File: src/rtl/sec_cla_pkg.sv
package sec_cla_pkg;
  localparam int unsigned DEF_WIDTH = 32;
  localparam int unsigned DEF_SEC_W = 4;

  // Number of sections for a given operand and section width.
  function automatic int unsigned num_sections(int unsigned w, int unsigned s);
    return w / s;
  endfunction
endpackage

File: src/rtl/sec_cla_pg.sv
// Per-bit propagate and generate terms for one section.
module sec_cla_pg #(
  parameter int unsigned SEC_W = 4
) (
  input  logic [SEC_W-1:0] a_i,
  input  logic [SEC_W-1:0] b_i,
  output logic [SEC_W-1:0] p_o,
  output logic [SEC_W-1:0] g_o
);
  for (genvar i = 0; i < SEC_W; i++) begin : g_bit
    assign p_o[i] = a_i[i] ^ b_i[i];
    assign g_o[i] = a_i[i] & b_i[i];
  end
endmodule

File: src/rtl/sec_cla_lookahead.sv
// One carry per section, computed in a single sum-of-products level.
module sec_cla_lookahead #(
  parameter int unsigned SEC_W = 4
) (
  input  logic [SEC_W-1:0] p_i,
  input  logic [SEC_W-1:0] g_i,
  input  logic             c_i,
  output logic             c_o
);
  logic [SEC_W-1:0] term;

  always_comb begin
    for (int j = 0; j < SEC_W; j++) begin
      term[j] = g_i[j];
      for (int k = j + 1; k < SEC_W; k++) begin
        term[j] = term[j] & p_i[k];
      end
    end
  end

  assign c_o = (|term) | ((&p_i) & c_i);
endmodule

File: src/rtl/sec_cla_section.sv
// One section: pg terms, local ripple for the sum bits, look-ahead carry out.
module sec_cla_section #(
  parameter int unsigned SEC_W = 4
) (
  input  logic [SEC_W-1:0] a_i,
  input  logic [SEC_W-1:0] b_i,
  input  logic             c_i,
  output logic [SEC_W-1:0] s_o,
  output logic             c_o
);
  logic [SEC_W-1:0] p;
  logic [SEC_W-1:0] g;
  logic [SEC_W-1:0] bit_c;

  sec_cla_pg #(.SEC_W(SEC_W)) u_pg (
    .a_i (a_i),
    .b_i (b_i),
    .p_o (p),
    .g_o (g)
  );

  // Local ripple only as far as the last sum bit; the section carry comes
  // from the look-ahead network below, not from this chain.
  always_comb begin
    bit_c[0] = c_i;
    for (int i = 1; i < SEC_W; i++) begin
      bit_c[i] = g[i-1] | (p[i-1] & bit_c[i-1]);
    end
  end

  assign s_o = p ^ bit_c;

  sec_cla_lookahead #(.SEC_W(SEC_W)) u_la (
    .p_i (p),
    .g_i (g),
    .c_i (c_i),
    .c_o (c_o)
  );
endmodule

File: src/rtl/sec_cla_adder.sv
module sec_cla_adder
  import sec_cla_pkg::*;
#(
  parameter int unsigned WIDTH = DEF_WIDTH,
  parameter int unsigned SEC_W = DEF_SEC_W
) (
  input  logic [WIDTH-1:0] opa,
  input  logic [WIDTH-1:0] opb,
  input  logic             carry_in,
  output logic [WIDTH-1:0] sum,
  output logic             carry_out
);
  localparam int unsigned NSEC = num_sections(WIDTH, SEC_W);

  logic [NSEC:0] sec_carry;

  assign sec_carry[0] = carry_in;

  for (genvar k = 0; k < NSEC; k++) begin : g_sec
    sec_cla_section #(.SEC_W(SEC_W)) u_sec (
      .a_i (opa[k*SEC_W +: SEC_W]),
      .b_i (opb[k*SEC_W +: SEC_W]),
      .c_i (sec_carry[k]),
      .s_o (sum[k*SEC_W +: SEC_W]),
      .c_o (sec_carry[k+1])
    );
  end

  assign carry_out = sec_carry[NSEC];
endmodule

File: config.mk
export PLATFORM = sky130hd
export DESIGN_NAME = sec_cla_adder
export DESIGN_NICKNAME = d
export VERILOG_FILES = /design/src/rtl/sec_cla_pkg.sv /design/src/rtl/sec_cla_pg.sv /design/src/rtl/sec_cla_lookahead.sv /design/src/rtl/sec_cla_section.sv /design/src/rtl/sec_cla_adder.sv
export SDC_FILE = /design/constraint.sdc
export NUM_CORES = 1
export LEC_CHECK = 0
export CAP_MARGIN = 20
export CORE_ASPECT_RATIO = 0.5
export CORE_UTILIZATION = 36
export DETAILED_ROUTE_END_ITERATION = 16
export GPL_TIMING_DRIVEN = 0
export PLACE_DENSITY = 0.9
export SETUP_SLACK_MARGIN = 0.15
export SYNTH_ARGS = -nofsm -noshare
export SYNTH_HDL_FRONTEND = slang
export SYNTH_HIERARCHICAL = 1
export SYNTH_SLANG_ARGS = --single-unit
File: constraint.sdc
create_clock -name vclk -period 18.19
set_clock_uncertainty 0.15 [all_clocks]
set_input_delay 3.638 -clock vclk [all_inputs]
set_output_delay 3.638 -clock vclk [all_outputs]
set_load 0.02 [all_outputs]
==> summary.txt <==
Status
  – Outcome: finished clean

Synthesis
  – Post-synth cell types: 8
  – Synth Area per Inst: 8.84 um^2
  – Post-synth top area cell: ha_1
  – Synth top area cells: ha_1, or2_1, a21oi_1
  – Synth top area share: 0.619
  – Cells after Synth: 128
  – Area of the mapped netlist: ~1100 um^2
  – Warnings from Yosys: 6
  – Synth top cells by count: ha_1, a21oi_1, or2_1
  – Syn Nets: 249
  – Sequential share of the synthesized area: 0
  – Most numerous cell in the Yosys netlist: ha_1

Placed design
  – Setup slack at placement: 5040 ps
  – Final HPWL from detailed placement: about 3100 um
  – Final GP Congestion: 0.812
  – Dpl cells: 263
  – IO buf count: 98
  – Cell Area, Placed: roughly 2200 um^2

Setup path
  – Endpoint class of the critical path: output pin
  – Worst path arrival time: 9360 ps
  – Slowest Stage Delay on Critical Path: around 620 ps
  – Critical Path Fanout Max: 2
  – Startpoint Class: input port
  – Critical-path top delay cell: clkdlybuf4s50_1
  – Kind of critical path: input port to output pin
  – CP required: roughly 14,000 ps

Final layout
  – Layout cells sized above 1: 0.0354
  – Clock buf count: 0
  – NumNets Final: around 350
  – Non-filler cells, final: 263
  – Reg area: 0 um^2
  – Final Instance Area: 2160 um^2
  – Layout area overhead: 90.8%
  – Fillers: 200
  – Seq cells: 0
  – Diodes inserted: 0
  – Multi-input gate area: 1130 um^2

Routing
  – Final WL: 3260 um
  – Iter 0 DRT Violations: 10
  – DR DRC count: 0
  – DRT Pass-1 Iters: 2
  – Routed wire length per instance: 12.4 um
  – Routed Antenna Nets: 0
  – Via count: roughly 1,300
  – Vias/cell: 5.04

STA
  – Max Freq: roughly 76 MHz
  – Pins over their slew limit: 0
  – Setup tns final: 0 ps
  – Relative slew margins: 0.831
  – Endpoints failing setup: 0
  – RSZ-0062 raised after global routing: false
  – Worst-Margin Slew: 253 ps
  – Final worst path period share: 0.723
  – Final critical-path required period: 13,150 ps
  – Final setup margin: slightly above 5000 ps
  – Final hold viol count: 0

Global routing
  – M2 GR Usage: 0.455
  – Global-route wire length before repair: 5280 um
  – Met1 usage in global routing: 0.168
  – Largest net degree at the start of global routing: 4
  – Met3 usage: 0.0374
  – GRT Total Usage: 0.195
  – Busiest grt layer: met2
  – Initial antenna violation count: 0
  – Vias in the first global route: roughly 1,300
  – Total global routing overflow: 0

Clock tree
  – # hold bufs at CTS: 0
  – Post-CTS sizing: 0
  – Setup bufs post-CTS: 0

Pwr
  – Worst VDD drop: about 29 uV
  – Leak Pwr: slightly above 0.001 uW
  – PwrDens: 47.3 nW/um^2
  – Tot Pwr: 102 uW

Floorplan
  – Die height: 41.6 um
  – CORE AREA: between 2000 and 3000 um^2
  – Die area: 3380 um^2
  – Die width: 81.3 um
  – Starting Density: 0.407
  – IO Pins: 98
  – Core Rows: 13

Hold path
  – Hold crit path type: input port to output pin

Job
  – Max Cap Viol: 0
-- layout make-up --
class,count,area share
multi-input combinational,128,0.524
tap,37,0.0214
timing repair buffer,98,0.454
-- final timing paths --
check,end,startpoint,depth (start not counted),slack (ps)
min,sum[0],carry_in,3,8340
max,sum[31],opa[0],31,5040
-- metal layers --
metal	up-vias	wire length, um
met2	50	1890
li1	674	-
met4	0	16
met3	2	291
met5	-	0
met1	600	1060
-- logic make-up after synthesis --
family	share of synthesized area
AO/OA/AOI/OAI	0.159
XOR/XNOR	0.0619
adder cells (fa/ha/maj)	0.619
AND/OR/NAND/NOR	0.159
-- power by group --
| group | switching (uW) | internal, uW | total, uW |
|---|---|---|---|
| clock | 0 | 0 | 0 |
| sequential | 0 | 0 | 0 |
| combinational | 46.7 | 55.3 | 102 |
| total | 46.7 | 55.3 | 102 |
-- worst max-delay path: cells and delay by family --
family                     cells  cell delay [ps]
AOI/OAI and AO/OA             21             3190
buffers and inverters          2             1020
adders and majority gates      4              880
and+or+nand+nor                3              530
xor gates and xnor gates       1              120
-- cell usage in the layout, fill, tap and decap left out --
cell	n
a21o_1	8
nor2_2	8
clkdlybuf4s50_1	98
ha_1	56
a21oi_1	16
o21ai_1	8
or2_1	16
nand2_1	8
xnor2_1	8
-- per-stage QoR --
step | util | hold slack (ps)
final | 0.776 | 8340
after global placement | 0.776 | 8350
after CTS | 0.776 | 8340
after detailed placement | 0.776 | 8340
after global routing | 0.776 | 8370
after floorplan | - | 7340
Power figures use the tool's default switching activity.
